<file path="config.mk">
export PLATFORM = sky130hd
export DESIGN_NAME = wdt_keyed_ctrl
export DESIGN_NICKNAME = d
export VERILOG_FILES = /design/src/rtl/wdt_pkg.sv /design/src/rtl/wdt_access_check.sv /design/src/rtl/wdt_tick_counter.sv /design/src/rtl/wdt_keyed_ctrl.sv
export SDC_FILE = /design/constraint.sdc
export NUM_CORES = 1
export LEC_CHECK = 0
export ABC_CLOCK_PERIOD_IN_PS = 2400
export BUFFER_PORTS_ARGS = -buffer_cell sky130_fd_sc_hd__buf_2
export CAP_MARGIN = 5
export CORE_MARGIN = 2
export CORE_UTILIZATION = 40
export CTS_CLUSTER_DIAMETER = 50
export DETAILED_ROUTE_END_ITERATION = 10
export HOLD_SLACK_MARGIN = 0.02
export SYNTH_ARGS = -nofsm -noshare
export SYNTH_HDL_FRONTEND = slang
export SYNTH_SLANG_ARGS = --single-unit
</file>
<file path="constraint.sdc">
create_clock -name clk -period 2.4 [get_ports clk]
set_input_delay 0.36 -clock clk [delete_from_list [all_inputs] [get_ports clk]]
set_output_delay 0.36 -clock clk [all_outputs]
set_load 0.005 [all_outputs]
</file>
<file path="src/rtl/wdt_pkg.sv">
package wdt_pkg;

    localparam logic [7:0] KEY_VALUE    = 8'hAC;
    localparam logic [7:0] KEY_READBACK = 8'h9A;
    localparam logic [2:0] MODE_FIXED   = 3'b011;

    typedef struct packed {
        logic [2:0] fixed;
        logic       stop;
        logic       spare;
        logic [2:0] sel;
    } mode_t;

endpackage

</file>
<file path="src/rtl/wdt_access_check.sv">
module wdt_access_check
    import wdt_pkg::*;
#(
    parameter int              ADDR_W    = 4,
    parameter logic [ADDR_W-1:0] MODE_ADDR = 4'h1,
    parameter logic [ADDR_W-1:0] KEY_ADDR  = 4'h2
) (
    input  logic [ADDR_W-1:0] bus_addr,
    input  logic [7:0]        bus_wdata,
    input  logic              bus_wr,
    input  logic              bus_rd,
    input  logic              bus_bit_op,
    input  logic              locked,
    input  logic              stopped,
    output logic              mode_load,
    output logic              key_clear,
    output logic              violation
);

    logic mode_hit;
    logic key_hit;

    always_comb begin
        mode_hit  = (bus_addr == MODE_ADDR);
        key_hit   = (bus_addr == KEY_ADDR);
        mode_load = 1'b0;
        key_clear = 1'b0;
        violation = 1'b0;

        // configuration register: write-once, byte access, fixed top bits
        if (bus_wr && mode_hit && !stopped) begin
            if (bus_bit_op || locked || (bus_wdata[7:5] != MODE_FIXED))
                violation = 1'b1;
            else
                mode_load = 1'b1;
        end

        // restart register: bit access of any kind is illegal, key must match
        if (key_hit && bus_bit_op && (bus_wr || bus_rd)) begin
            violation = 1'b1;
        end else if (key_hit && bus_wr) begin
            if (bus_wdata == KEY_VALUE)
                key_clear = 1'b1;
            else
                violation = 1'b1;
        end
    end

endmodule

</file>
<file path="src/rtl/wdt_tick_counter.sv">
module wdt_tick_counter #(
    parameter int PRE_W    = 2,
    parameter int BASE_EXP = 4,
    parameter int SEL_W    = 3
) (
    input  logic             clk,
    input  logic             rst_n,
    input  logic             run,
    input  logic             clear,
    input  logic [SEL_W-1:0] sel,
    output logic             overflow
);

    localparam int CNT_W = BASE_EXP + (2 ** SEL_W) - 1;

    typedef struct packed {
        logic [PRE_W-1:0] pre;
        logic [CNT_W-1:0] cnt;
    } cnt_state_t;

    cnt_state_t s_d, s_q;
    logic [CNT_W-1:0] last_cnt;
    logic             tick;

    always_comb begin
        last_cnt = ~({CNT_W{1'b1}} << (BASE_EXP + int'(sel)));
        tick     = &s_q.pre;
        s_d      = s_q;
        overflow = 1'b0;
        if (!run || clear) begin
            s_d = '0;
        end else begin
            s_d.pre = s_q.pre + 1'b1;
            if (tick) begin
                if (s_q.cnt == last_cnt) begin
                    s_d.cnt  = '0;
                    overflow = 1'b1;
                end else begin
                    s_d.cnt = s_q.cnt + 1'b1;
                end
            end
        end
    end

    always_ff @(posedge clk) begin
        if (!rst_n) s_q <= '0;
        else        s_q <= s_d;
    end

    // a clear leaves prescaler and count at zero
    p_clear_zero_r6: assert property (@(posedge clk) disable iff (!rst_n)
        clear |=> (s_q == '0));

    // a halted counter stays at zero
    p_halt_zero_r5: assert property (@(posedge clk) disable iff (!rst_n)
        !run |=> (s_q == '0));

    // the count never passes the selected terminal value
    p_cnt_bound_r10: assert property (@(posedge clk) disable iff (!rst_n)
        s_q.cnt <= last_cnt);

endmodule

</file>
<file path="src/rtl/wdt_keyed_ctrl.sv">
module wdt_keyed_ctrl
    import wdt_pkg::*;
#(
    parameter int                ADDR_W      = 4,
    parameter logic [ADDR_W-1:0] MODE_ADDR   = 4'h1,
    parameter logic [ADDR_W-1:0] KEY_ADDR    = 4'h2,
    parameter int                PRE_W       = 2,
    parameter int                BASE_EXP    = 4,
    parameter logic [2:0]        DEFAULT_SEL = 3'd7
) (
    input  logic              clk,
    input  logic              rst_n,
    input  logic [ADDR_W-1:0] bus_addr,
    input  logic [7:0]        bus_wdata,
    input  logic              bus_wr,
    input  logic              bus_rd,
    input  logic              bus_bit_op,
    output logic [7:0]        bus_rdata,
    output logic              rst_req
);

    localparam mode_t MODE_RESET = '{fixed: MODE_FIXED, stop: 1'b0,
                                     spare: 1'b0, sel: DEFAULT_SEL};

    typedef struct packed {
        mode_t mode;
        logic  locked;
        logic  req;
    } top_state_t;

    top_state_t st_d, st_q;
    logic mode_load;
    logic key_clear;
    logic violation;
    logic overflow;

    wdt_access_check #(
        .ADDR_W    (ADDR_W),
        .MODE_ADDR (MODE_ADDR),
        .KEY_ADDR  (KEY_ADDR)
    ) u_check (
        .bus_addr   (bus_addr),
        .bus_wdata  (bus_wdata),
        .bus_wr     (bus_wr),
        .bus_rd     (bus_rd),
        .bus_bit_op (bus_bit_op),
        .locked     (st_q.locked),
        .stopped    (st_q.mode.stop),
        .mode_load  (mode_load),
        .key_clear  (key_clear),
        .violation  (violation)
    );

    wdt_tick_counter #(
        .PRE_W    (PRE_W),
        .BASE_EXP (BASE_EXP),
        .SEL_W    (3)
    ) u_counter (
        .clk      (clk),
        .rst_n    (rst_n),
        .run      (!st_q.mode.stop),
        .clear    (mode_load || key_clear),
        .sel      (st_q.mode.sel),
        .overflow (overflow)
    );

    always_comb begin
        st_d     = st_q;
        st_d.req = violation || overflow;
        if (mode_load) begin
            st_d.mode   = mode_t'(bus_wdata);
            st_d.locked = 1'b1;
        end
    end

    always_ff @(posedge clk) begin
        if (!rst_n) begin
            st_q.mode   <= MODE_RESET;
            st_q.locked <= 1'b0;
            st_q.req    <= 1'b0;
        end else begin
            st_q <= st_d;
        end
    end

    always_comb begin
        bus_rdata = 8'h00;
        if (bus_rd) begin
            if (bus_addr == KEY_ADDR)       bus_rdata = KEY_READBACK;
            else if (bus_addr == MODE_ADDR) bus_rdata = st_q.mode;
        end
    end

    assign rst_req = st_q.req;

    // once locked, the lock never drops before reset
    p_lock_sticky_r2: assert property (@(posedge clk) disable iff (!rst_n)
        st_q.locked |=> st_q.locked);

    // a locked configuration never changes
    p_mode_frozen_r4: assert property (@(posedge clk) disable iff (!rst_n)
        st_q.locked |=> $stable(st_q.mode));

    // relock attempt on a running watchdog is punished
    p_relock_req_r4: assert property (@(posedge clk) disable iff (!rst_n)
        (bus_wr && bus_addr == MODE_ADDR && st_q.locked && !st_q.mode.stop) |=> rst_req);

    // wrong key byte is punished
    p_bad_key_r7: assert property (@(posedge clk) disable iff (!rst_n)
        (bus_wr && bus_addr == KEY_ADDR && bus_wdata != KEY_VALUE) |=> rst_req);

    // bit-level access to the restart register is punished
    p_bitop_key_r8: assert property (@(posedge clk) disable iff (!rst_n)
        ((bus_wr || bus_rd) && bus_bit_op && bus_addr == KEY_ADDR) |=> rst_req);

    // restart register reads back the fixed pattern
    p_key_read_r9: assert property (@(posedge clk) disable iff (!rst_n)
        (bus_rd && bus_addr == KEY_ADDR) |-> (bus_rdata == KEY_READBACK));

endmodule

</file>
; ---- After elaboration in Yosys (flattened, before gate mapping)
; Index checks and enable logic that the tools add are counted.
[word_totals]
regBits = 23
latch_bits = 0
ram_bits = 0
mem_bits_ro = 0
inputBits = 17
out_inout_bits = 9
n_memories = 0
[op_classes]
n_addsub = 3
mul = 0
div = 0
order_cmp = 0
eq_ne = 5
shift = 1
muxes = 17
bitwise = 2
reduce_logical = 14
[ops]
columns = op, n
row1 = left shift 11 x 32 -> 11 bit (first input constant), 1
row2 = two-way mux 8 bit, 3
row3 = two-way mux 1 bit, 13
row4 = adder 11 x 1 -> 11 bit (second input constant), 1
row5 = equality test 11 bit, 1
row6 = two-way mux 11 bit, 1
row7 = NOT 11 bit, 1
row8 = equality test 8 bit (second input constant), 1
row9 = logical OR 1 bit, 6
row10 = logical AND 1 bit, 5
row11 = adder 3 x 3 -> 4 bit (first input constant), 1
row12 = equality test 4 x 1 -> 1 bit (second input constant), 1
row13 = equality test 4 x 2 -> 1 bit (second input constant), 1
row14 = inequality test 3 x 2 -> 1 bit (second input constant), 1
row15 = adder 2 x 1 -> 2 bit (second input constant), 1
row16 = AND reduction 2 bit, 1
row17 = OR reduction 2 bit, 1
row18 = logical NOT 1 bit, 1
row19 = NOT 1 bit, 1

; ---- Longest topological paths before layout
[logic_depth]
ltp_word = 8
ltp_mapped = 7
ltp_nobuf = 6

; ---- Cells and area by module
; From an unflattened synthesis, not the netlist that was laid out.
[hier_totals]
cells_unflattened = 152
hier_area_um2 = 1413.9
[by_module_without_submodules]
columns = module, instances, cells_each, area_each_um2
row1 = wdt_tick_counter, 1, 88, 827.0
row2 = wdt_keyed_ctrl, 1, 48, 475.5
row3 = wdt_access_check, 1, 16, 111.4

; ---- Worst setup path before layout
; OpenSTA, ideal clock, no wires.
[synth_path]
path_type = input to register
startpoint = input bus_wr
endpoint = register u_counter.s_q[10] in the netlist's numbering
setup_ps = 73
t_arrival_ps = 1697
required_ps = 2327
setup_slack_ps = 630
stages = 7
path_buffers = 2
cell_sequence = or3b_1 -> nor3_1 -> nor2b_4 -> buf_6 -> or4b_4 -> buf_6 -> nor3_2
[synth_between]
elab_chain_cells = 6
[synth_rtl]
columns = item, line_no
row1 = start: declaration, wdt_keyed_ctrl.sv:15  ; input logic bus_wr,
row2 = "logical AND 1 bit, or another cell as far along", wdt_access_check.sv:41  ; end else if (key_hit && bus_wr) begin
row3 = "two-way mux 1 bit, or another cell as far along", wdt_access_check.sv:41
row4 = "two-way mux 1 bit, on equally long branches", "wdt_access_check.sv:39, wdt_access_check.sv:31"
row5 = logical OR 1 bit *, wdt_keyed_ctrl.sv:62  ; .clear (mode_load || key_clear),
row6 = logical OR 1 bit *, wdt_tick_counter.sv:30  ; if (!run || clear) begin
row7 = OR reduction 2 bit (no source line) *, n/a
row8 = end: declaration, wdt_tick_counter.sv:21  ; cnt_state_t s_d, s_q;
; Every way passes the cells marked *; elsewhere a longest branch is shown, timed or not.
; A chain may end at the register's enable or synchronous reset.

; ---- Final worst setup path
[layout_path]
startpoint = register st_q[3] in the netlist's numbering
endpoint = register st_q, in the netlist rst_req
[layout_between]
elab_chain_cells = 8
[layout_rtl]
columns = item, line_no
row1 = start: declaration, wdt_keyed_ctrl.sv:31  ; top_state_t st_d, st_q;
row2 = start signal: assignment, wdt_keyed_ctrl.sv:82  ; st_q <= st_d;
row3 = adder 3 x 3 -> 4 bit, wdt_tick_counter.sv:26  ; last_cnt = ~({CNT_W{1'b1}} << (BASE_EXP + int'(sel)));
row4 = left shift 11 x 32 -> 11 bit, wdt_tick_counter.sv:26
row5 = NOT 11 bit, wdt_tick_counter.sv:26
row6 = equality test 11 bit, wdt_tick_counter.sv:35  ; if (s_q.cnt == last_cnt) begin
row7 = two-way mux 1 bit, wdt_tick_counter.sv:35
row8 = two-way mux 1 bit, wdt_tick_counter.sv:34  ; if (tick) begin
row9 = two-way mux 1 bit, wdt_tick_counter.sv:30
row10 = logical OR 1 bit, wdt_keyed_ctrl.sv:69  ; st_d.req = violation || overflow;
; Every way passes these cells.

==> metrics.md <==
| Metric | Value |
|---|---|
| Fmax | `513 MHz` |
| Req. time, crit path | `between 2 and 3 ns` |
| RSZ-0062 raised after global routing | `no` |
| Crit path capture type | `flop` |
| HP Class | `input pin to flop` |
| Area Growth Syn to Fin | `12.2%` |
| Period utilization | `81.2%` |
| Post-route cell area | `roughly 1400 sq um` |
| DRT antenna net count | `0` |
| Post-synth EDFFs | `0` |
| Min cycle time layout | `1.95 ns` |
| Clock power frac | `~28%` |
| Area of the die | `3630 sq um` |
| Cell count of the worst hold path | `3` |
| Initial DRT Pass Iterations | `4` |
| Cell Chain, Critical Path | `nor2_1 -> a2111oi_0 -> o2111a_1 -> a22o_1` |
| First-pass GRT wire length | `around 4.6 mm` |
| CTS tree | `built` |
| Final setup TNS | `0 ns` |
| Crit path depth | `4` |
| Clock Skew | `approximately 0.0042 ns` |
| Starting density of the core | `around two fifths` |
| Iter 0 DRT Violations | `49` |
| Synth Net Count | `approximately 160` |
| IO Count | `26` |
| Initial antenna violation count | `0` |
| Critical path's top delay family | `compound AO/OA/AOI/OAI gates` |
| Setup bufs post-CTS | `0` |
| Lkg Pwr | `approximately 0.55 nW` |
| Arrival time at the worst endpoint | `2.20 ns` |
| Worst skew pair latency | `~0.3 ns` |
| Largest net degree at the start of global routing | `14` |
| ANT cells | `0` |
| Final worst slack | `between 0.4 and 0.5 ns` |
| Crit path buf inv count | `0` |
| Clk root buf | `clkbuf_4` |
| Final-stage net count | `~190` |
| Rows | `20` |
| GRT overflow | `0` |
| Reg2reg path depth | `4` |
| Slew of the pin with the lowest slew margin | `about 0.48 ns` |
| Status | `finished, final reports clean` |
| Asr flop ratio synth | `0%` |
| Clock buffer depth | `2` |
| VDD IR-drop max | `~0.00021 V` |
| DR vias | `between 1000 and 1500` |
| Setup WS pre-CTS | `between 0.4 and 0.5 ns` |
| Number of global-route vias before repair | `around 1000` |
| Internal | `between 0.0004 and 0.0005 W` |
| Crit Path Max Fanout | `12` |
| CP max stage delay | `around 0.57 ns` |
| CP max-delay cell | `dfxtp_1` |
| FF+latch count, synth | `23` |
| Drt total wl | `2.54 mm` |
| NetSw | `0.000142 W` |
| Die W | `around 60 microns` |
| DRC | `0` |
| Post-DP Area | `between 1000 and 1500 sq um` |
| Share of layout cells above drive strength 1 | `about a quarter` |
| Slew margin rel. | `around two thirds` |
| HPWL after detailed placement | `roughly 2.0 mm` |
| MaxCap Viol Count | `0` |
| Setup CP Type | `flop to flop` |
| Placer Congestion | `0.795` |
| Die height | `about 60 microns` |
| Sequential power share | `between 60% and 70%` |
| Port buffer count | `25` |
| Core area | `a little over 3000 sq um` |
| Wirelength per Cell | `12.2 microns` |
| Seq/Total Area, Yosys | `between 30% and 40%` |
| Switching Fraction | `22.9%` |
| Post-CTS sizing | `0` |
| Cts hold-fix bufs | `0` |
| Syn_area_per_cell | `about 8.7 sq um` |
| Cell area after synthesis | `around 1300 sq um` |
| Primary FF master, synth | `dfxtp_1` |
| H-tree depth | `1` |
| Final hold violations | `0` |
| Final Max Slew Viols | `0` |
| CTS buffer count | `3` |
| Critical path startpoint category | `flop` |
| GRT Overall Usage | `between 10% and 20%` |
| Avg Vias per Cell | `~5.2` |
| Final setup violation count | `0` |
| Reg clk slew, reported paths | `roughly 0.12 ns` |
| Netlist cell types | `41` |
| PwrDens | `about 440 nW/um^2` |
| Clock sinks | `23` |
| Cells after Synth | `between 100 and 150` |
| Combinational share of power | `around 9%` |
| Synth Warn # | `0` |
-- final cells by class --
cell class                      count  area (sq um)
Tap cell                           44          55.1
Fill cell                         315          1610
Clock buffer                        4          26.3
Inverter                            2          7.51
Multi-Input combinational cell    111           748
Sequential cell                    23           460
Timing Repair Buffer               25           125
-- per-stage QoR --
step	total power, W	utilization, %	instances	hold slack, ns
2_1_floorplan	0.000429	-	145	0.399
3_3_place_gp	0.000452	46.1	205	0.406
3_5_place_dp	0.000454	46.1	205	0.427
4_1_cts	0.000629	47.0	209	0.295
5_1_grt	0.000658	47.0	209	0.285
6_report	0.000619	47.0	209	0.300
-- path summary, 6_finish.rpt --
path / start / end / slack, ns
worst max-delay path: st_q[3] / rst_req / 0.45
worst min register to register: u_counter.s_q[11] / u_counter.s_q[11] / 0.44
worst min-delay path: bus_wdata[0] / st_q[2] / 0.30
worst max register to register: st_q[3] / rst_req / 0.45
-- power groups by stage --
stage	combinational (W)	sequential (W)	clock (W)
floorplan	0.0000324	0.000397	0
global placement	0.0000543	0.000397	0
detailed placement	0.0000557	0.000398	0
CTS	0.0000559	0.000389	0.000184
global route	0.0000627	0.000390	0.000205
finish	0.0000557	0.000389	0.000175
-- synth_stat cells (2+ instances only) --
cell       number  area (sq um)
nand2_1        14          52.6
nor2_1         13          48.8
nor2b_1         5          31.3
mux2i_1         5          50.1
o2111a_1        2          22.5
and3b_1         2          17.5
xor2_1          5          43.8
a21oi_1         8          40.0
nor3_2          6          60.1
nor3_1          6          30.0
ha_1            2          25.0
or3b_2          2          17.5
buf_6           2          22.5
a2111oi_0       2          17.5
nand3_1         5          25.0
buf_2           2          10.0
inv_1           2          7.51
xnor2_1         5          43.8
clkbuf_1        5          18.8
nand4_1         5          31.3
and2_1          5          31.3
dfxtp_1        23           460
-- metal layers --
metal	global-route usage [%]	share of wire, %	vias to the layer above
met2	26.9	48	13
met4	4.76	0.63	0
met1	22.1	48	522
met5	0	0	-
met3	3.90	2.9	2
li1	-	-	559
-- cell families (layout without fill, tap and decap cells) --
family	Yosys count	in the layout	synth area share (%)
buffers and inverters	11	31	4.64
muxes	5	5	3.95
AOI/OAI and AO/OA	20	20	11.0
and+or+nand+nor	74	74	35.2
DFF	23	23	36.3
adders and majority gates	2	2	1.97
xor gates and xnor gates	10	10	6.91
-- state kept, by name, summed over array words and instances (netlist names) --
name and cells:
u_counter.s_q 13, st_q 9, rst_req 1
-- cell usage in the layout (no fill, tap or decap), types with 3 or more instances in the layout --
master / Yosys / layout
nor3_2: 6 / 6
nor2b_1: 5 / 5
xor2_1: 5 / 5
dfxtp_1: 23 / 23
a21oi_1: 8 / 8
mux2i_1: 5 / 5
nand4_1: 5 / 5
nand2_1: 14 / 14
xnor2_1: 5 / 5
nor2_1: 13 / 13
and2_1: 5 / 5
nand3_1: 5 / 5
clkbuf_4: 0 / 3
buf_2: 2 / 25
nor3_1: 6 / 6
-- worst register-to-register path, delay by kind of cell (launching register included) --
family	cells	cell delay [ns]
simple gates	1	0.11
flops	1	0.57
compound gates	3	1.22
No activity file was read; power rests on OpenSTA's default activity.
